$ cat config.mk
export PLATFORM = sky130hd
export DESIGN_NAME = paramset_writer
export DESIGN_NICKNAME = d
export VERILOG_FILES = /design/src/rtl/paramset_pkg.sv /design/src/rtl/paramset_ctrl.sv /design/src/rtl/paramset_dp.sv /design/src/rtl/paramset_writer.sv
export SDC_FILE = /design/constraint.sdc
export NUM_CORES = 1
export LEC_CHECK = 0
export CORE_MARGIN = 2
export CORE_UTILIZATION = 50
export CTS_CLUSTER_DIAMETER = 100
export DETAILED_ROUTE_END_ITERATION = 7
export PLACE_DENSITY = 0.77
export RECOVER_POWER = 25
export SYNTH_ARGS = -nofsm -noshare
export SYNTH_HDL_FRONTEND = slang
export SYNTH_SLANG_ARGS = --single-unit
$ cat constraint.sdc
create_clock -name clk -period 2.6 [get_ports clk]
set_input_delay 0.39 -clock clk [delete_from_list [all_inputs] [get_ports clk]]
set_output_delay 0.39 -clock clk [all_outputs]
set_load 0.05 [all_outputs]
$ cat src/rtl/paramset_pkg.sv
package paramset_pkg;

  localparam int FIELD_W = 32;
  localparam int LEN_W   = 6;
  localparam int IDX_W   = 6;
  localparam int DIM_W   = 16;

  // Field indices whose position drives sequencing
  localparam logic [IDX_W-1:0] SPS_SC   = 6'd0;
  localparam logic [IDX_W-1:0] SPS_HDR  = 6'd1;
  localparam logic [IDX_W-1:0] SPS_STOP = 6'd16;
  localparam logic [IDX_W-1:0] PPS_SC   = 6'd17;
  localparam logic [IDX_W-1:0] PPS_HDR  = 6'd18;
  localparam logic [IDX_W-1:0] PPS_STOP = 6'd34;

  typedef struct packed {
    logic [FIELD_W-1:0] val;
    logic [LEN_W-1:0]   len;
  } field_t;

  typedef struct packed {
    logic shiftEn;
    logic bitVal;
  } strobe_t;

  function automatic field_t fx(input logic [FIELD_W-1:0] v, input int unsigned n);
    field_t f;
    f.val = v;
    f.len = LEN_W'(n);
    return f;
  endfunction

  // Unsigned Exp-Golomb: emitting v+1 over 2n-1 bits gives the leading zeros
  function automatic field_t ue(input logic [DIM_W-1:0] v);
    field_t f;
    logic [DIM_W:0] x;
    int unsigned n;
    x = (DIM_W+1)'(v) + 1'b1;
    n = 1;
    for (int i = 0; i <= DIM_W; i++) if (x[i]) n = i + 1;
    f.val = FIELD_W'(x);
    f.len = LEN_W'(2 * n - 1);
    return f;
  endfunction

  function automatic field_t fieldAt(input logic [IDX_W-1:0] idx,
                                     input logic [DIM_W-1:0] w,
                                     input logic [DIM_W-1:0] h);
    case (idx)
      6'd0, 6'd17: return fx(32'h0000_0001, 32);
      6'd1:  return fx(32'h67, 8);
      6'd2:  return fx(32'd66, 8);
      6'd3:  return fx(32'd0, 8);
      6'd4:  return fx(32'd40, 8);
      6'd5, 6'd6: return ue(16'd0);
      6'd7:  return ue(16'd2);
      6'd8:  return ue(16'd1);
      6'd9:  return fx(32'd0, 1);
      6'd10: return ue(w);
      6'd11: return ue(h);
      6'd12, 6'd13: return fx(32'd1, 1);
      6'd14, 6'd15: return fx(32'd0, 1);
      6'd16, 6'd34: return fx(32'd1, 1);
      6'd18: return fx(32'h68, 8);
      6'd19, 6'd20: return ue(16'd0);
      6'd21, 6'd22: return fx(32'd0, 1);
      6'd23, 6'd24, 6'd25: return ue(16'd0);
      6'd26: return fx(32'd0, 1);
      6'd27: return fx(32'd0, 2);
      6'd28, 6'd29, 6'd30: return fx(32'd1, 1);
      default: return fx(32'd0, 1);
    endcase
  endfunction

endpackage

$ cat src/rtl/paramset_ctrl.sv
module paramset_ctrl
  import paramset_pkg::*;
(
  input  logic             clk,
  input  logic             rstN,
  input  logic             startIn,
  input  logic             prefixEn,
  input  logic [DIM_W-1:0] widthIn,
  input  logic [DIM_W-1:0] heightIn,
  input  logic             stall,
  input  logic             aligned,
  input  logic             outValidIn,
  output strobe_t          strobe,
  output logic             doneOut
);

  typedef enum logic [1:0] {IDLE, SHIFT, PAD, DRAIN} state_t;

  state_t             state;
  logic [IDX_W-1:0]   idx;
  logic [LEN_W-1:0]   bitsLeft;
  logic               prefixQ;
  logic [DIM_W-1:0]   widthQ, heightQ;
  logic               doneQ;
  field_t             curField, nextField, startField, ppsField;
  logic [IDX_W-1:0]   startIdx, ppsIdx;

  assign startIdx   = prefixEn ? SPS_SC : SPS_HDR;
  assign ppsIdx     = prefixQ ? PPS_SC : PPS_HDR;
  assign curField   = fieldAt(idx, widthQ, heightQ);
  assign nextField  = fieldAt(idx + 1'b1, widthQ, heightQ);
  assign startField = fieldAt(startIdx, widthIn, heightIn);
  assign ppsField   = fieldAt(ppsIdx, widthQ, heightQ);

  always_comb begin
    strobe.shiftEn = ((state == SHIFT) || (state == PAD && !aligned)) && !stall;
    strobe.bitVal  = (state == SHIFT) ? curField.val[5'(bitsLeft - 1'b1)] : 1'b0;
  end

  always_ff @(posedge clk) begin
    if (!rstN) begin
      state    <= IDLE;
      idx      <= '0;
      bitsLeft <= '0;
      prefixQ  <= 1'b0;
      widthQ   <= '0;
      heightQ  <= '0;
      doneQ    <= 1'b0;
    end else begin
      doneQ <= 1'b0;
      case (state)
        IDLE: if (startIn) begin
          prefixQ  <= prefixEn;
          widthQ   <= widthIn;
          heightQ  <= heightIn;
          idx      <= startIdx;
          bitsLeft <= startField.len;
          state    <= SHIFT;
        end
        SHIFT: if (!stall) begin
          if (bitsLeft == 1) begin
            if (idx == SPS_STOP || idx == PPS_STOP) begin
              state <= PAD;
            end else begin
              idx      <= idx + 1'b1;
              bitsLeft <= nextField.len;
            end
          end else begin
            bitsLeft <= bitsLeft - 1'b1;
          end
        end
        PAD: if (aligned) begin
          if (idx == SPS_STOP) begin
            idx      <= ppsIdx;
            bitsLeft <= ppsField.len;
            state    <= SHIFT;
          end else begin
            state <= DRAIN;
          end
        end
        DRAIN: if (!outValidIn) begin
          doneQ <= 1'b1;
          state <= IDLE;
        end
        default: state <= IDLE;
      endcase
    end
  end

  assign doneOut = doneQ;


  no_shift_on_stall_chk: assert property (@(posedge clk) disable iff (!rstN)
    stall |-> !strobe.shiftEn);


  done_pulse_chk: assert property (@(posedge clk) disable iff (!rstN)
    doneQ |=> !doneQ);


  done_after_drain_chk: assert property (@(posedge clk) disable iff (!rstN)
    doneQ |-> !outValidIn);


  idle_aligned_chk: assert property (@(posedge clk) disable iff (!rstN)
    (state == IDLE) |-> aligned);

endmodule

$ cat src/rtl/paramset_dp.sv
module paramset_dp
  import paramset_pkg::*;
#(
  parameter int BYTE_W = 8,
  localparam int CNT_W = $clog2(BYTE_W)
) (
  input  logic              clk,
  input  logic              rstN,
  input  strobe_t           strobe,
  input  logic              outReady,
  output logic              outValid,
  output logic [BYTE_W-1:0] outByte,
  output logic              stall,
  output logic              aligned
);

  logic [BYTE_W-2:0] byteAcc;
  logic [CNT_W-1:0]  bitCnt;
  logic              lastBit;

  assign lastBit = (bitCnt == CNT_W'(BYTE_W - 1));
  assign stall   = outValid && !outReady;
  assign aligned = (bitCnt == '0);

  always_ff @(posedge clk) begin
    if (!rstN) begin
      byteAcc  <= '0;
      bitCnt   <= '0;
      outValid <= 1'b0;
      outByte  <= '0;
    end else begin
      if (outValid && outReady) outValid <= 1'b0;
      if (strobe.shiftEn) begin
        if (lastBit) begin
          outByte  <= {byteAcc, strobe.bitVal};
          outValid <= 1'b1;
          bitCnt   <= '0;
        end else begin
          byteAcc <= {byteAcc[BYTE_W-3:0], strobe.bitVal};
          bitCnt  <= bitCnt + 1'b1;
        end
      end
    end
  end


  hold_byte_chk: assert property (@(posedge clk) disable iff (!rstN)
    (outValid && !outReady) |=> (outValid && $stable(outByte)));

endmodule

$ cat src/rtl/paramset_writer.sv
module paramset_writer
  import paramset_pkg::*;
#(
  parameter int MB_DIM_W = 9
) (
  input  logic                clk,
  input  logic                rstN,
  input  logic                startIn,
  input  logic                prefixEn,
  input  logic [MB_DIM_W-1:0] widthMbsM1,
  input  logic [MB_DIM_W-1:0] heightMbsM1,
  input  logic                byteReady,
  output logic                byteValid,
  output logic [7:0]          byteData,
  output logic                doneOut
);

  strobe_t strobe;
  logic    stall, aligned;

  paramset_ctrl ctrl_i (
    .clk        (clk),
    .rstN       (rstN),
    .startIn    (startIn),
    .prefixEn   (prefixEn),
    .widthIn    (DIM_W'(widthMbsM1)),
    .heightIn   (DIM_W'(heightMbsM1)),
    .stall      (stall),
    .aligned    (aligned),
    .outValidIn (byteValid),
    .strobe     (strobe),
    .doneOut    (doneOut)
  );

  paramset_dp #(.BYTE_W(8)) dp_i (
    .clk      (clk),
    .rstN     (rstN),
    .strobe   (strobe),
    .outReady (byteReady),
    .outValid (byteValid),
    .outByte  (byteData),
    .stall    (stall),
    .aligned  (aligned)
  );

endmodule

After elaboration in Yosys (flattened, before gate mapping)
Cells that the tools add are included.

Flip-flop bits (word level): 53.

Add/sub/neg operators: 15. Magnitude comparators: 1. Equality and inequality tests: 114. Multiplexer cells: 108. Bitwise operators: 1. Reductions and logical operators: 31.

Operator list (count): $eq 6x5->1 const B (48); $pmux 6 s12 (3); $pmux 16 s12 (1); $eq 6x4->1 const B (20); $mux 4 (29); $eq 6x3->1 const B (16); $mux 5 (19); $mux 6 (12); $reduce_or 14->1 (4); $sub 6x1->6 const B (9); $mux 3 (17); $eq 6x2->1 const B (8); $add 9x1->10 const B (4); $pmux 6 s3 (2); $mux 2 (16); $eq 6x1->1 const B (5); $eq 6x6->1 const B (4); $logic_not 6->1 (4); $ne 2x2->1 const B (7); $reduce_and 6->1 (2); $pmux 2 s4 (1); $reduce_and 2->1 (4); $reduce_or 2->1 (4); $mux 1 (7); other kinds (17) (24).

Depth between registers and ports, before layout
Depth in word-level cells: 24. Depth in mapped cells: 13. Mapped depth without buffers: 12.

By module
Synthesis repeated with hierarchy kept, for this count alone.

Cell total of the unflattened synthesis: 796. Area, all modules: 5871.9 µm².

Modules (own cells, without submodules): paramset_ctrl (times used 1, cells an instance 720, area an instance 5069.9 µm², sequential area each 960.9 µm²); paramset_dp (times used 1, cells an instance 75, area an instance 798.3 µm², sequential area each 380.4 µm²); paramset_writer (times used 1, cells an instance 1, area an instance 3.8 µm², sequential area each 0.0 µm²).

Worst setup path after synthesis
No wires, ideal clock.

Kind: register -> register. Start point: reg ctrl_i.widthQ[0]. End point: reg ctrl_i.bitsLeft[3]. Setup time: 0.087 ns. Data arrival time: 2.346 ns. Required time: 2.513 ns. Slack: 0.167 ns. Stages on the path, launching flop included: 12. Path buffers: 1. Path through: dfxtp_1 > ha_1 > and3_1 > clkbuf_1 > a31oi_1 > o221ai_1 > a32oi_1 > or2_2 > ha_1 > xnor2_1 > o221a_1 > o31ai_1.

Cells in the longest elaborated chain, start to end: 24.

Ends and longest elaborated chain: start, declared (line paramset_ctrl.sv:23) `logic [DIM_W-1:0] widthQ, heightQ;`; start signal, assigned (line paramset_ctrl.sv:54) `widthQ <= widthIn;`; $add 9x1->10 * (line paramset_pkg.sv:38) `x = (DIM_W+1)'(v) + 1'b1;`; $mux 2 (2 in series) (line paramset_pkg.sv:40) `for (int i = 0; i <= DIM_W; i++) if (x[i]) n = i + 1;`; $mux 3 (4 in series) (line paramset_pkg.sv:40); $mux 4 (2 in series) (line paramset_pkg.sv:40); $mux 4 * (6 in series) (line paramset_pkg.sv:40); $mux 5 * (2 in series) (line paramset_pkg.sv:40); $mux 5 (line paramset_pkg.sv:49) `case (idx)`; $sub 6x1->6 (line paramset_pkg.sv:42) `f.len = LEN_W'(2 * n - 1);`; $pmux 6 s12 (line paramset_pkg.sv:49); $mux 6 (line paramset_ctrl.sv:62) `if (idx == SPS_STOP || idx == PPS_STOP) begin`; $mux 6 (line paramset_ctrl.sv:61) `if (bitsLeft == 1) begin`; $mux 6 (line paramset_ctrl.sv:60) `SHIFT: if (!stall) begin`; $pmux 6 s3 * (line paramset_ctrl.sv:51) `case (state)`; end signal, assigned (line paramset_ctrl.sv:57) `bitsLeft <= startField.len;`; end signal, assigned (line paramset_ctrl.sv:66) `bitsLeft <= nextField.len;`; end signal, assigned (line paramset_ctrl.sv:69) `bitsLeft <= bitsLeft - 1'b1;`; end, declared (line paramset_ctrl.sv:21) `logic [LEN_W-1:0] bitsLeft;`.

Every way passes the cells marked *; elsewhere a longest branch is shown, timed or not. The select of a mux whose other input is x is not followed. A chain may end at the register's enable or synchronous reset.

Worst setup path after layout
Start point: reg ctrl_i.idx[0]. End point: reg ctrl_i.bitsLeft[5].

Cells in the longest elaborated chain, start to end: 8.

Ends and longest elaborated chain: start, declared (line paramset_ctrl.sv:20) `logic [IDX_W-1:0] idx;`; start signal, assigned (line paramset_ctrl.sv:56) `idx <= startIdx;`; start signal, assigned (line paramset_ctrl.sv:65) `idx <= idx + 1'b1;`; start signal, assigned (line paramset_ctrl.sv:74) `idx <= ppsIdx;`; $add 6x1->6 (line paramset_ctrl.sv:31) `assign nextField = fieldAt(idx + 1'b1, widthQ, heightQ);`; $eq 6x3->1, or another cell as far along (line paramset_pkg.sv:49); $reduce_or 14->1 (no source line) / $reduce_or 2->1 (equally long branches); $pmux 6 s12 (line paramset_pkg.sv:49); $mux 6 (line paramset_ctrl.sv:62); $mux 6 (line paramset_ctrl.sv:61); $mux 6 (line paramset_ctrl.sv:60); $pmux 6 s3 (line paramset_ctrl.sv:51).

Parallel ways exist; a longest one is shown, timed or not. The select of a mux whose other input is x is not followed.

==> flow_results.xml <==
<?xml version="1.0" encoding="UTF-8"?>
<metrics>
  <group name="critical_path">
    <metric name="cp-startpoint" unit="">ctrl_i.idx[0]</metric>
    <metric name="nature_of_the_critical_path_endpoint" unit="">flip-flop</metric>
    <metric name="worst-path-max-fanout" unit="">12</metric>
    <metric name="setup.worst_path.start_class" unit="">flip-flop</metric>
    <metric name="worst-endpoint-arrival" unit="ns">2.76</metric>
    <metric name="r2r_start" unit="">ctrl_i.idx[0]</metric>
    <metric name="worst_ep_required_time" unit="ns">2.83</metric>
    <metric name="critical_path.endpoint" unit="">ctrl_i.bitsLeft[5]</metric>
    <metric name="worst-r2r-setup-slack" unit="ns">0.07</metric>
    <metric name="worst_setup_path_type" unit="">reg -&gt; reg</metric>
    <metric name="worstReg2RegEnd" unit="">ctrl_i.bitsLeft[5]</metric>
    <metric name="worstRegToRegCells" unit="">10</metric>
  </group>
  <group name="cells_and_area">
    <metric name="layout-area-overhead-vs-synth" unit="%">14.09</metric>
    <metric name="layout-drive-gt1-share" unit="%">14.64</metric>
    <metric name="most-common-layout-cells" unit="">sky130_fd_sc_hd__nand2_1, sky130_fd_sc_hd__dfxtp_1, sky130_fd_sc_hd__buf_4</metric>
    <metric name="layout.cells.most_common" unit="">sky130_fd_sc_hd__nand2_1</metric>
    <metric name="antenna_cells" unit="">0</metric>
    <metric name="final_util" unit="%">58.06</metric>
    <metric name="layout.nets" unit="">683</metric>
  </group>
  <group name="sta">
    <metric name="timing.final.crit_share" unit="%">97.37</metric>
    <metric name="finalHoldViolations" unit="">0</metric>
    <metric name="finalMaxSlewViolations" unit="">0</metric>
    <metric name="setup_viol" unit="">0</metric>
    <metric name="post-route-min-period" unit="ns">2.532</metric>
    <metric name="worst-slew-pin-transition" unit="ns">0.7743</metric>
    <metric name="timing.hold.ws" unit="ns">0.4739</metric>
    <metric name="max_clock_freq" unit="MHz">395.0</metric>
    <metric name="slew_headroom" unit="%">48.38</metric>
    <metric name="finalClockSkew" unit="ns">0.01127</metric>
  </group>
  <group name="clock_network">
    <metric name="clk_latency" unit="ns">0.32</metric>
    <metric name="hold_buffers" unit="">0</metric>
    <metric name="ctsRootBufferMaster" unit="">sky130_fd_sc_hd__clkbuf_8</metric>
    <metric name="clock-sinks" unit="">53</metric>
    <metric name="clockBufferDepth" unit="">2</metric>
    <metric name="cts_tree" unit="">yes</metric>
    <metric name="cts-buffers-inserted" unit="">5</metric>
    <metric name="htreeDepth" unit="">2</metric>
    <metric name="clkTransAtPathRegs" unit="ns">0.11</metric>
  </group>
  <group name="drt">
    <metric name="routed_wire_length_per_instance" unit="um">17.09</metric>
    <metric name="remaining_drc_errors" unit="">0</metric>
    <metric name="detailroute.via_count" unit="">4658</metric>
    <metric name="pre_antenna_drt_iters" unit="">5</metric>
    <metric name="detail_route.iter0.violations" unit="">486</metric>
    <metric name="wl" unit="mm">12.87</metric>
    <metric name="avgViaCountPerCell" unit="">6.186</metric>
    <metric name="detail-route-antenna-nets" unit="">0</metric>
  </group>
  <group name="die">
    <metric name="ios" unit="">33</metric>
    <metric name="die_h" unit="um">100.3</metric>
    <metric name="die_width" unit="um">100.3</metric>
    <metric name="start_util" unit="%">50.89</metric>
    <metric name="coreArea" unit="um^2">9109</metric>
    <metric name="die_footprint" unit="um^2">10060</metric>
    <metric name="row_count" unit="">35</metric>
  </group>
  <group name="pwr">
    <metric name="leakage" unit="nW">1.941</metric>
    <metric name="peak_supply_drop" unit="mV">0.7143</metric>
    <metric name="cellPowerDensity" unit="nW/um^2">767.8</metric>
    <metric name="total_power" unit="mW">4.061</metric>
  </group>
  <group name="logic_synthesis">
    <metric name="synth_enable_flop_cells" unit="">0</metric>
    <metric name="ys_seq_area_share" unit="%">22.89</metric>
    <metric name="yosys_register_bits" unit="">53</metric>
    <metric name="netlist_instances" unit="">604</metric>
    <metric name="synth.lib_cells_used.distinct" unit="">85</metric>
    <metric name="synthesis.yosys.warnings" unit="">0</metric>
    <metric name="syn_area_per_cell" unit="um^2">7.675</metric>
    <metric name="ys_async_sr_fraction" unit="%">0</metric>
    <metric name="synth_fp_nets" unit="">646</metric>
    <metric name="post_synth_instance_area" unit="um^2">4636</metric>
    <metric name="postSynth.topFlopCell" unit="">sky130_fd_sc_hd__dfxtp_1</metric>
  </group>
  <group name="run">
    <metric name="timing.max_cap.violations" unit="">0</metric>
  </group>
  <group name="grt">
    <metric name="grt_max_degree" unit="">46</metric>
    <metric name="global_route.overflow_total" unit="">0</metric>
    <metric name="grt_first_pass_wirelength" unit="mm">21.31</metric>
    <metric name="grt_usage" unit="%">25.83</metric>
    <metric name="grt_antenna_before_repair" unit="">0</metric>
    <metric name="first_global_vias" unit="">4391</metric>
  </group>
  <group name="outcome">
    <metric name="outcome" unit="">finished, final reports clean</metric>
  </group>
  <group name="placed_design">
    <metric name="finalWeightedCongestion" unit="">1.090</metric>
    <metric name="hpwlAfterDp" unit="mm">9.618</metric>
    <metric name="buffer_ports.inserted" unit="">32</metric>
  </group>
  <group name="min_path">
    <metric name="worstHoldPathType" unit="">reg -&gt; reg</metric>
  </group>
</metrics>
==> synth_stat cells (7+ instances only) <==
master / instances / area share [%]
sky130_fd_sc_hd__a21boi_0: 27 / 4.4
sky130_fd_sc_hd__a21oi_1: 32 / 3.5
sky130_fd_sc_hd__a31oi_1: 13 / 1.8
sky130_fd_sc_hd__and3_1: 8 / 1.1
sky130_fd_sc_hd__buf_2: 16 / 1.7
sky130_fd_sc_hd__buf_6: 9 / 2.2
sky130_fd_sc_hd__clkbuf_1: 10 / 0.81
sky130_fd_sc_hd__clkbuf_8: 7 / 2.1
sky130_fd_sc_hd__dfxtp_1: 53 / 23
sky130_fd_sc_hd__ha_1: 19 / 5.1
sky130_fd_sc_hd__inv_1: 19 / 1.5
sky130_fd_sc_hd__mux2i_1: 11 / 2.4
sky130_fd_sc_hd__nand2_1: 95 / 7.7
sky130_fd_sc_hd__nand3_1: 34 / 3.7
sky130_fd_sc_hd__nand4_1: 7 / 0.94
sky130_fd_sc_hd__nor2_1: 29 / 2.3
sky130_fd_sc_hd__nor2b_1: 18 / 2.4
sky130_fd_sc_hd__nor3_1: 13 / 1.4
sky130_fd_sc_hd__o21ai_0: 18 / 1.9
sky130_fd_sc_hd__o31ai_1: 12 / 1.9
sky130_fd_sc_hd__xnor2_1: 18 / 3.4
sky130_fd_sc_hd__xor2_1: 9 / 1.7
==> power by group <==
part | switching (mW) | internal, mW
clock network | 0.307 | 0.201
registers | 0.182 | 0.939
logic | 1.37 | 1.06
total | 1.86 | 2.20
==> state kept, by name (all words and copies together) (netlist names) <==
| signal | flops |
|---|---|
| ctrl_i.bitsLeft | 6 |
| dp_i.bitCnt | 3 |
| ctrl_i.doneOut | 1 |
| ctrl_i.idx | 6 |
| ctrl_i.state | 2 |
| ctrl_i.widthQ | 9 |
| dp_i.outByte | 8 |
| dp_i.byteAcc | 7 |
| ctrl_i.heightQ | 9 |
| ctrl_i.prefixQ | 1 |
| dp_i.outValid | 1 |
==> how the worst min path moves through the flow <==
stage                     cells after the start  slack, ns            start              end
after CTS                                     2       0.47  dp_i.outByte[1]  dp_i.outByte[1]
after global routing                          2       0.51  dp_i.outByte[3]  dp_i.outByte[3]
after floorplan                               2       0.44  dp_i.byteAcc[6]  dp_i.outByte[7]
final                                         2       0.47  dp_i.outByte[1]  dp_i.outByte[1]
after detailed placement                      2       0.46  dp_i.outByte[1]  dp_i.outByte[1]
after global placement                        2       0.45  dp_i.outByte[2]  dp_i.outByte[2]
==> worst max-delay path, cell delays in order (launching register included) <==
cell and delay (ns):
sky130_fd_sc_hd__dfxtp_1 0.35, sky130_fd_sc_hd__inv_1 0.19, sky130_fd_sc_hd__ha_4 0.26, sky130_fd_sc_hd__nand2_2 0.10, sky130_fd_sc_hd__o41ai_4 0.39, sky130_fd_sc_hd__o311ai_4 0.21
sky130_fd_sc_hd__buf_4 0.18, sky130_fd_sc_hd__buf_4 0.12, sky130_fd_sc_hd__o31ai_1 0.45, sky130_fd_sc_hd__nand2_1 0.10, sky130_fd_sc_hd__o31ai_1 0.10
==> timing repair <==
item	4_1_cts	5_1_grt
pin swaps	0	1
setup buffers	0	3
endpoints found under the setup margin	4	11
resized for setup	2	22
==> routing by layer <==
metal | share of wire, % | GRT usage [%]
met1 | 43 | 34.16
met2 | 48 | 43.62
met3 | 7.0 | 4.178
met4 | 1.7 | 7.060
met5 | 0 | 0
==> final cells by class <==
cell class | instances | area (um^2)
clock buffer | 5 | 68.82
sequential | 53 | 1070
multi-input combinational | 485 | 3254
fill | 860 | 3820
clock inverter | 3 | 26.28
inverter | 20 | 75.07
tap | 111 | 138.9
timing repair buffer | 76 | 655.6
==> metrics by stage <==
step	instance area (um^2)	setup WS, ns	std cells	TNS (ns)
2_1_floorplan	4636	0.1666	604	0
3_3_place_gp	5065	0.05860	742	0
3_5_place_dp	5065	-0.008167	742	-0.008167
4_1_cts	5164	0.004422	750	0
5_1_grt	5289	-0.008872	753	-0.01066
6_report	5289	0.06827	753	0
==> kinds of logic after synthesis <==
family                     Yosys count  share of synthesized area [%]
xor gates and xnor gates            27                          5.101
AOI/OAI and AO/OA                  174                          27.56
adders and majority gates           19                          5.128
buffers and inverters               66                          8.907
and+or+nand+nor                    252                          27.56
DFF                                 53                          22.89
muxes                               13                          2.861
Power figures use the tool's default switching activity.
